### config.mk
export PLATFORM = sky130hd
export DESIGN_NAME = sdmmc_ident_seq
export DESIGN_NICKNAME = d
export VERILOG_FILES = /design/src/rtl/sdmmc_ident_seq.sv
export SDC_FILE = /design/constraint.sdc
export NUM_CORES = 1
export LEC_CHECK = 0
export BUFFER_PORTS_ARGS = -buffer_cell sky130_fd_sc_hd__buf_2
export CAP_MARGIN = 20
export CELL_PAD_IN_SITES_DETAIL_PLACEMENT = 2
export CELL_PAD_IN_SITES_GLOBAL_PLACEMENT = 2
export CORE_UTILIZATION = 34
export DETAILED_ROUTE_END_ITERATION = 8
export PLACE_DENSITY = 0.8
export SLEW_MARGIN = 15
export SYNTH_ARGS = -nofsm -noshare
export SYNTH_HDL_FRONTEND = slang
export SYNTH_SLANG_ARGS = --single-unit
### constraint.sdc
create_clock -name clk -period 2.43 [get_ports clk]
set_input_delay 0.243 -clock clk [delete_from_list [all_inputs] [get_ports clk]]
set_output_delay 0.243 -clock clk [all_outputs]
set_load 0.1 [all_outputs]
### src/rtl/sdmmc_ident_seq.sv
module sdmmc_ident_seq #(
  parameter int MAX_CARDS = 4,
  parameter int RETRY_W = 4,
  localparam int CW = $clog2(MAX_CARDS + 1),
  localparam int SW = (MAX_CARDS > 1) ? $clog2(MAX_CARDS) : 1
) (
  input  logic               clk,
  input  logic               rst_n,
  input  logic               start,
  input  logic               mmc_mode,
  input  logic               sd_reissue,
  input  logic [RETRY_W-1:0] retry_limit,
  output logic               cmd_req,
  output logic [5:0]         cmd_idx,
  output logic [31:0]        cmd_arg,
  input  logic               cmd_ack,
  input  logic [31:0]        rsp_data,
  input  logic               rsp_timeout,
  output logic               busy,
  output logic               clk_slow,
  output logic               drv_open_drain,
  output logic               done,
  output logic               err,
  output logic [CW-1:0]      card_count,
  input  logic [SW-1:0]      rd_sel,
  output logic [15:0]        rd_rca
);
  localparam logic [31:0] COND_ARG = 32'h00FF8000;

  typedef enum logic [2:0] {S_IDLE, S_APP, S_COND, S_CID, S_RCA} st_t;

  st_t               st;
  logic              mmc, reissue, rep;
  logic [RETRY_W-1:0] limit, tries;
  logic [CW-1:0]     cnt;
  logic [15:0]       tbl [MAX_CARDS];
  logic [15:0]       next_rca, new_rca;

  assign next_rca       = 16'(cnt) + 16'd1;
  assign new_rca        = mmc ? next_rca : rsp_data[31:16];
  assign busy           = (st != S_IDLE);
  assign cmd_req        = busy;
  assign clk_slow       = busy;
  assign drv_open_drain = busy && mmc;
  assign card_count     = cnt;
  assign rd_rca         = tbl[rd_sel];

  always_comb begin
    cmd_idx = 6'd0;
    cmd_arg = 32'd0;
    case (st)
      S_APP:  cmd_idx = 6'd55;
      S_COND: begin cmd_idx = mmc ? 6'd1 : 6'd41; cmd_arg = COND_ARG; end
      S_CID:  cmd_idx = 6'd2;
      S_RCA:  begin cmd_idx = 6'd3; cmd_arg = mmc ? {next_rca, 16'h0} : 32'd0; end
      default: ;
    endcase
  end

  always_ff @(posedge clk or negedge rst_n) begin
    if (!rst_n) begin
      st <= S_IDLE;
      mmc <= 1'b0;
      reissue <= 1'b0;
      rep <= 1'b0;
      limit <= '0;
      tries <= '0;
      cnt <= '0;
      done <= 1'b0;
      err <= 1'b0;
      for (int i = 0; i < MAX_CARDS; i++) tbl[i] <= 16'h0;
    end else begin
      done <= 1'b0;
      case (st)
        S_IDLE: if (start) begin
          mmc <= mmc_mode;
          reissue <= sd_reissue;
          limit <= retry_limit;
          tries <= '0;
          cnt <= '0;
          err <= 1'b0;
          rep <= 1'b0;
          st <= mmc_mode ? S_COND : S_APP;
        end
        S_APP: if (cmd_ack) begin
          if (rsp_timeout) begin err <= 1'b1; st <= S_IDLE; end
          else st <= S_COND;
        end
        S_COND: if (cmd_ack) begin
          if (rsp_timeout) begin err <= 1'b1; st <= S_IDLE; end
          else if (rsp_data[31]) st <= S_CID;
          else if (tries == limit) begin err <= 1'b1; st <= S_IDLE; end
          else begin
            tries <= tries + 1'b1;
            st <= mmc ? S_COND : S_APP;
          end
        end
        S_CID: if (cmd_ack) begin
          if (rsp_timeout) begin done <= 1'b1; st <= S_IDLE; end
          else begin rep <= 1'b0; st <= S_RCA; end
        end
        S_RCA: if (cmd_ack) begin
          if (rsp_timeout) begin err <= 1'b1; st <= S_IDLE; end
          else begin
            tbl[cnt[SW-1:0]] <= new_rca;
            if (!mmc && reissue && !rep) rep <= 1'b1;
            else begin
              cnt <= cnt + 1'b1;
              if (cnt == CW'(MAX_CARDS - 1)) begin done <= 1'b1; st <= S_IDLE; end
              else st <= S_CID;
            end
          end
        end
        default: st <= S_IDLE;
      endcase
    end
  end
endmodule

==> results of run 1 <==
final cells by class:
cell class	instances	area (sq um)	share of cell area, %
clock buffer	11	253	4.69
multi-input combinational	252	2070	38.5
inverter	10	37.5	0.697
tap	172	215	4.00
timing repair buffer	84	668	12.4
clock inverter	5	60.1	1.12
sequential	83	2080	38.6
flip-flops by register name, summed over array words and instances (netlist names):
signal and flops:
tbl 64, limit 4, tries 4, card_count 3
st 3, done 1, err 1, mmc 1
reissue 1, rep 1
cell usage in the layout (no fill, tap or decap), types with 7 or more instances in the layout:
| master | Yosys | routed |
|---|---|---|
| mux2i_1 | 7 | 7 |
| buf_12 | 0 | 14 |
| nand3_1 | 8 | 8 |
| nand2_1 | 39 | 39 |
| conb_1 | 1 | 23 |
| inv_1 | 9 | 9 |
| o21ai_0 | 22 | 17 |
| mux4_2 | 16 | 16 |
| buf_4 | 30 | 13 |
| mux2_2 | 53 | 53 |
| nor2b_1 | 15 | 15 |
| dfrtp_1 | 83 | 83 |
| buf_2 | 8 | 56 |
| nor2_1 | 10 | 9 |
| clkbuf_16 | 0 | 9 |
through the flow:
stage / setup TNS (ns) / util, % / instances
2_1_floorplan: -0.348 / - / 395
3_3_place_gp: 0 / 40.3 / 600
3_5_place_dp: 0 / 40.3 / 600
4_1_cts: 0 / 42.8 / 617
5_1_grt: 0 / 42.8 / 617
6_report: 0 / 42.8 / 617
cells by family after synthesis:
| kind of cell | count (synthesis) | share of synthesized area, % |
|---|---|---|
| compound gates | 46 | 6.60 |
| simple gates | 96 | 11.8 |
| fa+ha+maj | 6 | 1.71 |
| flops | 83 | 47.4 |
| xor+xnor | 5 | 1.00 |
| buf+inv | 60 | 7.94 |
| mux | 76 | 23.5 |
| other cells | 1 | 0.0856 |
repair_timing:
item	in CTS	in global routing
gates resized for setup	0	0
setup endpoints to repair	0	0
hold endpoints to repair	36	0
hold buffers	1	0
setup buffers	0	0
report_power, final:
part	internal [uW]	leakage, uW	switching [uW]
Sequential	1540	0.00114	134
Combinational	822	0.00133	2330
Clock	856	0.000152	565
Total	3210	0.00263	3030
worst min path at each step:
stage / endpoint / slack, ns / depth (start not counted)
2_1_floorplan: card_count[0] / -0.05 / 0
3_3_place_gp: tbl[61] / 0.23 / 1
3_5_place_dp: tbl[45] / 0.25 / 1
4_1_cts: limit[2] / 0.09 / 3
5_1_grt: limit[2] / 0.10 / 3
6_report: limit[2] / 0.1 / 3
tightest hold or removal path: stages:
cell and delay, ns:
buf_2 0.07, nand2_1 0.04, nand2_1 0.05
synthesized netlist by cell type, drive strengths merged:
master	count
a211oi	1
a21boi	1
a21oi	3
a31oi	2
a32o	2
a41oi	3
and2	2
and3	1
and3b	1
buf	40
clkbuf	10
clkinv	1
conb	1
dfrtp	83
ha	6
inv	9
mux2	53
mux2i	7
mux4	16
nand2	39
nand2b	5
nand3	12
nor2	10
nor2b	15
nor3	2
nor3b	1
nor4b	3
o211a	1
o211ai	4
o21a	1
o21ai	22
o221ai	1
o22ai	4
o31a	1
or2	1
or3	1
or3b	1
or4b	2
xnor2	5
routing by layer:
metal  up-vias  GRT usage, %
met5         -             0
met4         0          5.19
met3        13          4.13
met2        63          36.7
met1      1625          21.6
li1       1403             -
==> results.md, run 1 <==
* Amount of wire on met3 after detailed routing at 357 microns
* Met2 Wirelength at 6590 microns
* Synth top area cells: dfrtp_1, mux2_2, mux4_2
* Power per standard cell area at 1160 nW/um^2
* Number of warning messages in the yosys log at 0
* Antenna violations before repair at 0
* Wire length of the first global-routing pass at 19000 microns
* Residual DRC count at 0
* Layout-stage area growth over the synthesis result at 22.9%
* Largest delay contributor family on the critical path: buffers and inverters
* Reg2reg path depth at 4
* Reg-to-reg critical path endpoint: err
* Crit. Startpoint: st[1]
* Worst clock skew on the final layout at 0.00629 ns
* Total routed wirelength at 11700 microns
* Outcome: completed
* Height of the die at 116 microns
* Top Layer Used: met4
* Top cell type by total area after synthesis: dfrtp_1
* Maximum clock insertion buffer count at 2
* Width of the die at 116 microns
* Final critical path time including I/O delays and setup at 2.25 ns
* Clock tree from TritonCTS: done
* Launch instance of the worst min-delay path: retry_limit[2]
* Vias post-DR at 3104
* Iteration count of the initial detailed-routing pass at 4
* Full die area at 13300 sq um
* Non-Filler Cell Area, Final at 5390 sq um
* Critical path, cell by cell: buf_4 > nor2_1 > nand2_1 > o21ai_2 > buf_2
* Number of different library cells in the post-synthesis netlist at 43
* Fraction of layout cells with a size suffix above 1 at 41.6%
* Critical setup path kind: reg -> out
* Proportion of netlist area held by the largest area contributor at 47.4%
* Largest net degree at the start of global routing at 48
* Clock buffers created by TritonCTS at 9
* Average via count per standard cell at 5.03
* Clk Latency, worst-skew pair at 0.34 ns
* Cell count along the critical path at 5
* Number of buffers inserted by port buffering at 68
* Slew Limit Fails at 0
* Number of H-tree levels at 3
* Total of fill cells in the finished design at 1282
* Global placement routability congestion at 0.795
* CTS Root Cell: clkbuf_16
* Hold Slack at 0.0961 ns
* Post-placement cell area at 5060 sq um
* Leakage power of the design at 0.00263 uW
* Routed metal-1 wirelength at 4640 microns
* Maximum clock frequency at 444 MHz
* Worst-case register-to-register setup slack at 0.43 ns
* Final period utilization at 92.8%
* Class of the tightest hold or removal check: in -> reg
* Gate count of the mapped netlist at 373
* Top fanout value on the critical path at 14
* Flops & latches, synth at 83
* IR Drop Worst-Case VDD at 1.31 mV
* Number of diodes at 0
* Routed len/inst at 19.0 microns
* Endpoint class of the critical path: primary output
* Startpoint of the worst register-to-register path: st[1]
* Worst Setup Slack, final at 0.176 ns
* Kind of start point of the critical path: register
* Number of endpoints with negative hold slack in the final report at 0
* Remaining antenna violation count at 0
* Data required time of the critical path at 2.19 ns
* I/O pin count at 108
* Vias in the first global route at 3579
* Clock-pin transition on the worst setup and hold timing paths at 0.06 ns
* Sequential area share after synthesis at 47.4%
* CP Buf/Inv Count at 2
* Slowest stage delay, CP at 0.53 ns
* Final setup violating endpoints at 0
* Power Total at 6240 uW
* Nets at 491
* Starting Density at 34.9%
* Total global routing track utilization at 19.3%
* Post-synthesis area per instance at 11.7 sq um
* Max stage delay cell, worst path: dfrtp_1
* Worst setup endpoint: cmd_idx[0]
* Core area at 12600 sq um
* Unrepaired setup endpoints after global routing: no
* Congestion Overflow GR at 0
* Clk sinks at 83
* Violation count after the first detailed-route iteration at 119
* Arrival time reported for the critical path endpoint at 2.01 ns
* Area of the mapped netlist at 4380 sq um
* Number of rows created at floorplan at 41
* Slew HR at 65.8%
* Worst-Margin Slew at 0.513 ns
* Estimated wirelength of the detail-placed design at 8230 microns
* Placement Setup Slack at 0.445 ns
* Max Cap Violations at 0
Note: power is estimated with default switching activity, not from simulation.
==> run 2: changes to the inputs <==
--- a/config.mk
+++ b/config.mk
@@ -5,13 +5,14 @@
 export SDC_FILE = /design/constraint.sdc
 export NUM_CORES = 1
 export LEC_CHECK = 0
+export ABC_AREA = 1
 export BUFFER_PORTS_ARGS = -buffer_cell sky130_fd_sc_hd__buf_2
 export CAP_MARGIN = 20
 export CELL_PAD_IN_SITES_DETAIL_PLACEMENT = 2
 export CELL_PAD_IN_SITES_GLOBAL_PLACEMENT = 2
-export CORE_UTILIZATION = 34
+export CORE_UTILIZATION = 30
 export DETAILED_ROUTE_END_ITERATION = 8
-export PLACE_DENSITY = 0.8
+export PLACE_DENSITY = 0.81
 export SLEW_MARGIN = 15
 export SYNTH_ARGS = -nofsm -noshare
 export SYNTH_HDL_FRONTEND = slang
==> results.md, run 2 <==
* Cell with the most instances after synthesis: nand2_1
* Number of buffers inserted by port buffering at 68
* Non-Filler Cell Area, Final at 5630 sq um
* Proportion of netlist area held by the largest area contributor at 45.6%
* Average via count per standard cell at 4.89
* Reg-to-reg critical path endpoint: tries[2]
* Total routed wirelength at 15300 microns
* I/O pin count at 108
* Total global routing track utilization at 20.9%
* Fraction of layout cells with a size suffix above 1 at 16.9%
* Number of endpoints with negative hold slack in the final report at 0
* Clock-pin transition on the worst setup and hold timing paths at 0.06 ns
* Most frequent cells in the layout: nand2_1, dfrtp_1, nor2_1
* Most frequent standard cell in the layout excluding fill and tap cells: nand2_1
* Number of different library cells in the post-synthesis netlist at 27
* Routed len/inst at 17.5 microns
* Iteration count of the initial detailed-routing pass at 8
* Global placement routability congestion at 0.819
* Power per standard cell area at 1190 nW/um^2
* Cell depth of the worst min-delay path at 3
* Post-synthesis area per instance at 7.30 sq um
* Area of the mapped netlist at 4560 sq um
* Critical setup path kind: reg -> out
* End of the worst hold path: limit[0]
* Routed metal-1 wirelength at 6600 microns
* Top fanout value on the critical path at 8
* Violation count after the first detailed-route iteration at 166
* Startpoint of the worst register-to-register path: st[1]
* Starting Density at 31.0%
* Slew HR at 55.5%
* Largest net degree at the start of global routing at 46
* Share of power burned in the clock network at 21.3%
* Launch instance of the worst min-delay path: retry_limit[0]
* Congestion Overflow GR at 0
* Synth Area in Simple Gates at 31.0%
* Reg2reg path depth at 7
* Top Layer Used: met4
* Final total negative setup slack at 0 ns
* Kind of start point of the critical path: register
* CTS Root Cell: clkbuf_16
* Final setup violating endpoints at 0
* Worst-case register-to-register setup slack at 0.31 ns
* Met2 Wirelength at 8100 microns
* Worst clock skew on the final layout at 0.00629 ns
* Leading cell types by count after synthesis: nand2_1, dfrtp_1, nor2_1
* Multiplexer share of the synthesized area at 0%
* Amount of wire on met3 after detailed routing at 453 microns
* Full die area at 15700 sq um
* Clk Latency, worst-skew pair at 0.34 ns
* Number of diodes at 0
* Commonest register cell after synthesis: dfrtp_1
* Height of the die at 125 microns
* Layout-stage area growth over the synthesis result at 23.6%
* Arrival time reported for the critical path endpoint at 2.06 ns
* Maximum clock insertion buffer count at 2
* Remaining antenna violation count at 0
* Slew Limit Fails at 0
* Top cell type by total area after synthesis: dfrtp_1
* Combinational fraction of design power at 53.4%
* Flops & latches, synth at 83
* Worst Setup Slack, final at 0.124 ns
* Sequential area share after synthesis at 45.6%
* Power Total at 6700 uW
* IR Drop Worst-Case VDD at 1.21 mV
* Number of H-tree levels at 3
* Endpoint class of the critical path: primary output
* Outcome: finished, violations left
* XOR/XNOR share of the synthesized area at 0.385%
* Post-synthesis async set-or-reset flop share at 100%
* Switching component of the power at 3530 uW
* Placement Setup Slack at 0.399 ns
* Leakage power of the design at 0.00314 uW
* # Post-CTS Setup Buffers at 0
* Net switching share of the total power at 52.7%
* Estimated wirelength of the detail-placed design at 10700 microns
* Clk sinks at 83
* Power share of the sequential group at 25.3%
* Number of warning messages in the yosys log at 0
* Antenna violations before repair at 0
* Vias in the first global route at 4766
* Wire length of the first global-routing pass at 25500 microns
* Unrepaired setup endpoints after global routing: no
* Maximum clock frequency at 434 MHz
* Class of the tightest hold or removal check: in -> reg
* Register with the highest flop count: tbl
* Largest registers: tbl: 64 flops, limit: 4 flops, tries: 4 flops
* Gate count of the mapped netlist at 624
* Worst-Margin Slew at 0.668 ns
* Post-synthesis compound-gate area fraction at 9.34%
* Post-placement cell area at 5310 sq um
* EDFF count, synth at 0
* Final critical path time including I/O delays and setup at 2.31 ns
* Synth top area cells: dfrtp_1, nand2_1, nor2_1
* Hold Slack at 0.148 ns
* Residual DRC count at 12
* Clock tree from TritonCTS: done
* Vias post-DR at 4290
* Core area at 14700 sq um
* Number of rows created at floorplan at 44
* Violations in the final reports: DRC
* Max Cap Violations at 0
* Int Pwr at 3170 uW
* Nets at 740
* Final period utilization at 94.9%
* Clock buffers created by TritonCTS at 9
* Width of the die at 125 microns
* Largest family of logic cells by synthesized area: simple AND/OR/NAND/NOR gates
* Data required time of the critical path at 2.19 ns
* Flip-flop count of the largest register after layout at 64
* Arithmetic-cell share of the synthesized area counting full adders, half adders and majority gates at 1.65%
run 2: layout make-up:
| type | instances | area [sq um] |
|---|---|---|
| clock inverter | 4 | 50.0 |
| fill | 1719 | 9070 |
| timing repair buffer | 84 | 771 |
| inverter | 49 | 189 |
| multi-input combinational | 462 | 2060 |
| sequential | 83 | 2080 |
| clock buffer | 11 | 253 |
| tap | 184 | 230 |
run 2: timing repair:
action,in CTS,in global routing
hold buffers,1,0
hold endpoints to repair,43,0
gates resized for setup,3,0
endpoints found under the setup margin,3,0
run 2: critical path, stage by stage, from the launching register on:
cell     delay (ns)
dfrtp_1        0.48
nor2_1         0.28
nand2_1        0.30
o21ai_2        0.21
buf_2          0.45
run 2: power groups by stage:
stage,registers [uW],clock network [uW],logic (uW)
floorplan,1740,0,2720
global placement,1700,0,3480
detailed placement,1720,0,3570
CTS,1700,1470,3610
global route,1720,1510,3790
finish,1700,1430,3580
run 2: stage by stage:
stage                     utilization (%)  std cells
final                                38.3        877
after global routing                 38.3        877
after CTS                            38.3        877
after detailed placement             36.1        861
after global placement               36.1        861
after floorplan                         -        646
run 2: logic make-up after synthesis:
kind of cell    after synthesis
xor+xnor                      2
flops                        83
buf+inv                     101
other cells                   1
simple gates                351
compound gates               80
fa+ha+maj                     6
run 2: layer usage:
| layer | global-route usage [%] | vias to the layer above |
|---|---|---|
| met3 | 3.34 | 13 |
| met5 | 0 | - |
| met2 | 38.6 | 73 |
| met1 | 24.8 | 2177 |
| li1 | - | 2027 |
| met4 | 6.03 | 0 |
run 2: worst max path at each step:
stage,startpoint,end,slack [ns]
floorplan,card_count[1],cmd_arg[18],-0.26
global placement,st[2],cmd_arg[16],0.45
detailed placement,st[0],cmd_arg[17],0.40
CTS,st[0],cmd_idx[5],0.07
global route,st[0],cmd_idx[5],0.01
finish,st[0],cmd_idx[5],0.12
==> run 3: changes to the inputs <==
--- a/config.mk
+++ b/config.mk
@@ -11,6 +11,7 @@
 export CELL_PAD_IN_SITES_DETAIL_PLACEMENT = 2
 export CELL_PAD_IN_SITES_GLOBAL_PLACEMENT = 2
 export CORE_UTILIZATION = 30
+export CTS_BUF_LIST = sky130_fd_sc_hd__clkbuf_16
 export DETAILED_ROUTE_END_ITERATION = 8
 export PLACE_DENSITY = 0.81
 export SLEW_MARGIN = 15
==> results.md, run 3 (synthesis results as in run 2) <==
* Outcome: finished, violations left
* Violations in the final reports: DRC
* Power per standard cell area at 1180 nW/um^2
* Vias post-DR at 4292
* Worst-Margin Slew at 0.665 ns
* Total routed wirelength at 15400 microns
* Final setup violating endpoints at 0
* Number of buffers inserted by port buffering at 68
* Endpoint class of the critical path: primary output
* Height of the die at 125 microns
* Total global routing track utilization at 20.9%
* Nets at 740
* Data required time of the critical path at 2.19 ns
* Class of the tightest hold or removal check: in -> reg
* Routed len/inst at 17.5 microns
* Final critical path time including I/O delays and setup at 2.31 ns
* Antenna violations before repair at 0
* Final total negative setup slack at 0 ns
* Largest registers: tbl: 64 flops, limit: 4 flops, tries: 4 flops
* Register with the highest flop count: tbl
* Startpoint of the worst register-to-register path: st[1]
* Arrival time reported for the critical path endpoint at 2.06 ns
* Flip-flop count of the largest register after layout at 64
* Reg2reg path depth at 7
* # Post-CTS Setup Buffers at 0
* Largest net degree at the start of global routing at 46
* Residual DRC count at 12
* Fraction of layout cells with a size suffix above 1 at 16.6%
* Worst clock skew on the final layout at 0.00592 ns
* Vias in the first global route at 4779
* Max Cap Violations at 0
* Leakage power of the design at 0.00313 uW
* Starting Density at 31.0%
* Top fanout value on the critical path at 8
* Reg-to-reg critical path endpoint: tries[2]
* Core area at 14700 sq um
* Kind of start point of the critical path: register
* Layout-stage area growth over the synthesis result at 23.1%
* IR Drop Worst-Case VDD at 1.21 mV
* Clk Latency, worst-skew pair at 0.35 ns
* Width of the die at 125 microns
* Slew HR at 55.7%
* Worst-case register-to-register setup slack at 0.32 ns
* Maximum clock insertion buffer count at 2
* Most frequent standard cell in the layout excluding fill and tap cells: nand2_1
* Crit. Startpoint: st[0]
* Clock buffers created by TritonCTS at 9
* Unrepaired setup endpoints after global routing: no
* Remaining antenna violation count at 0
* Hold Slack at 0.148 ns
* Average via count per standard cell at 4.89
* Final period utilization at 94.9%
* Area taken by flip-flops and latches at 2080 sq um
* I/O pin count at 108
* Worst setup endpoint: cmd_idx[5]
* Clk sinks at 83
* Critical setup path kind: reg -> out
* Slew Limit Fails at 0
* Most frequent cells in the layout: nand2_1, dfrtp_1, nor2_1
* Maximum clock frequency at 433 MHz
* Number of rows created at floorplan at 44
* Combined area of the multi-input logic cells at 2060 sq um
* Global placement routability congestion at 0.819
* CTS Root Cell: clkbuf_16
* Full die area at 15700 sq um
* Wire length of the first global-routing pass at 25500 microns
* Clock-pin transition on the worst setup and hold timing paths at 0.06 ns
* Iteration count of the initial detailed-routing pass at 8
* Congestion Overflow GR at 0
* Estimated wirelength of the detail-placed design at 10700 microns
* Clock tree from TritonCTS: done
* Number of H-tree levels at 3
* Total of fill cells in the finished design at 1722
* Violation count after the first detailed-route iteration at 176
* Number of endpoints with negative hold slack in the final report at 0
* Number of diodes at 0
[run 3: cell count changes in the layout (fill, tap and decap cells not counted)]
cell / previous run / this run
clkinv_1: 1 / 3
clkbuf_8: 2 / 0
[run 3: layer usage]
layer  vias up  track usage (%)  routed length, microns
li1       2029                -                       -
met1      2184             24.8                    6620
met2        66             38.7                    8140
met3        13             3.34                     411
met4         0             6.03                     187
met5         -                0                       0
[run 3: what timing repair did]
| item | in CTS | in global routing |
|---|---|---|
| endpoints found under the setup margin | 3 | 0 |
| hold buffers | 1 | 0 |
| resized for setup | 3 | 0 |
| endpoints found under the hold margin | 43 | 0 |
[run 3: final cells by class]
type	count	area share [%]
Tap cell	184	4.10
Multi-Input combinational cell	462	36.7
Sequential cell	83	37.1
Timing Repair Buffer	84	13.7
Inverter	49	3.37
Clock buffer	9	4.02
Clock inverter	6	1.03
[run 3: worst min-delay path by stage]
| stage | startpoint | to | slack (ns) | cells after the start |
|---|---|---|---|---|
| final | retry_limit[0] | limit[0] | 0.15 | 3 |
| after global routing | retry_limit[1] | limit[1] | 0.17 | 3 |
| after CTS | retry_limit[1] | limit[1] | 0.13 | 3 |
| after detailed placement | rst_n | tbl[53] | 0.32 | 1 |
| after global placement | rst_n | tbl[53] | 0.32 | 1 |
| after floorplan | rst_n | card_count[0] | -0.05 | 0 |
[run 3: report_power, final]
| group | total, uW | internal [uW] | leakage, uW | switching [uW] |
|---|---|---|---|---|
| Clock | 1360 | 782 | 0.000132 | 582 |
| Combinational | 3580 | 784 | 0.00187 | 2800 |
| Sequential | 1700 | 1540 | 0.00113 | 152 |
[run 3: worst max-delay path, cell delays in order, from the launching register on]
cell	delay, ns
dfrtp_1	0.48
nor2_1	0.28
nand2_1	0.30
o21ai_2	0.21
buf_2	0.45
[run 3: metrics by stage]
| stage | cell area [sq um] | setup slack [ns] | util, % | total power [uW] | instances |
|---|---|---|---|---|---|
| finish | 5610 | 0.123 | 38.2 | 6640 | 877 |
| detailed placement | 5310 | 0.399 | 36.1 | 5290 | 861 |
| floorplan | 4680 | -0.265 | - | 4460 | 646 |
| global route | 5610 | 0.0106 | 38.2 | 6950 | 877 |
| global placement | 5310 | 0.452 | 36.1 | 5190 | 861 |
| CTS | 5610 | 0.0726 | 38.2 | 6720 | 877 |
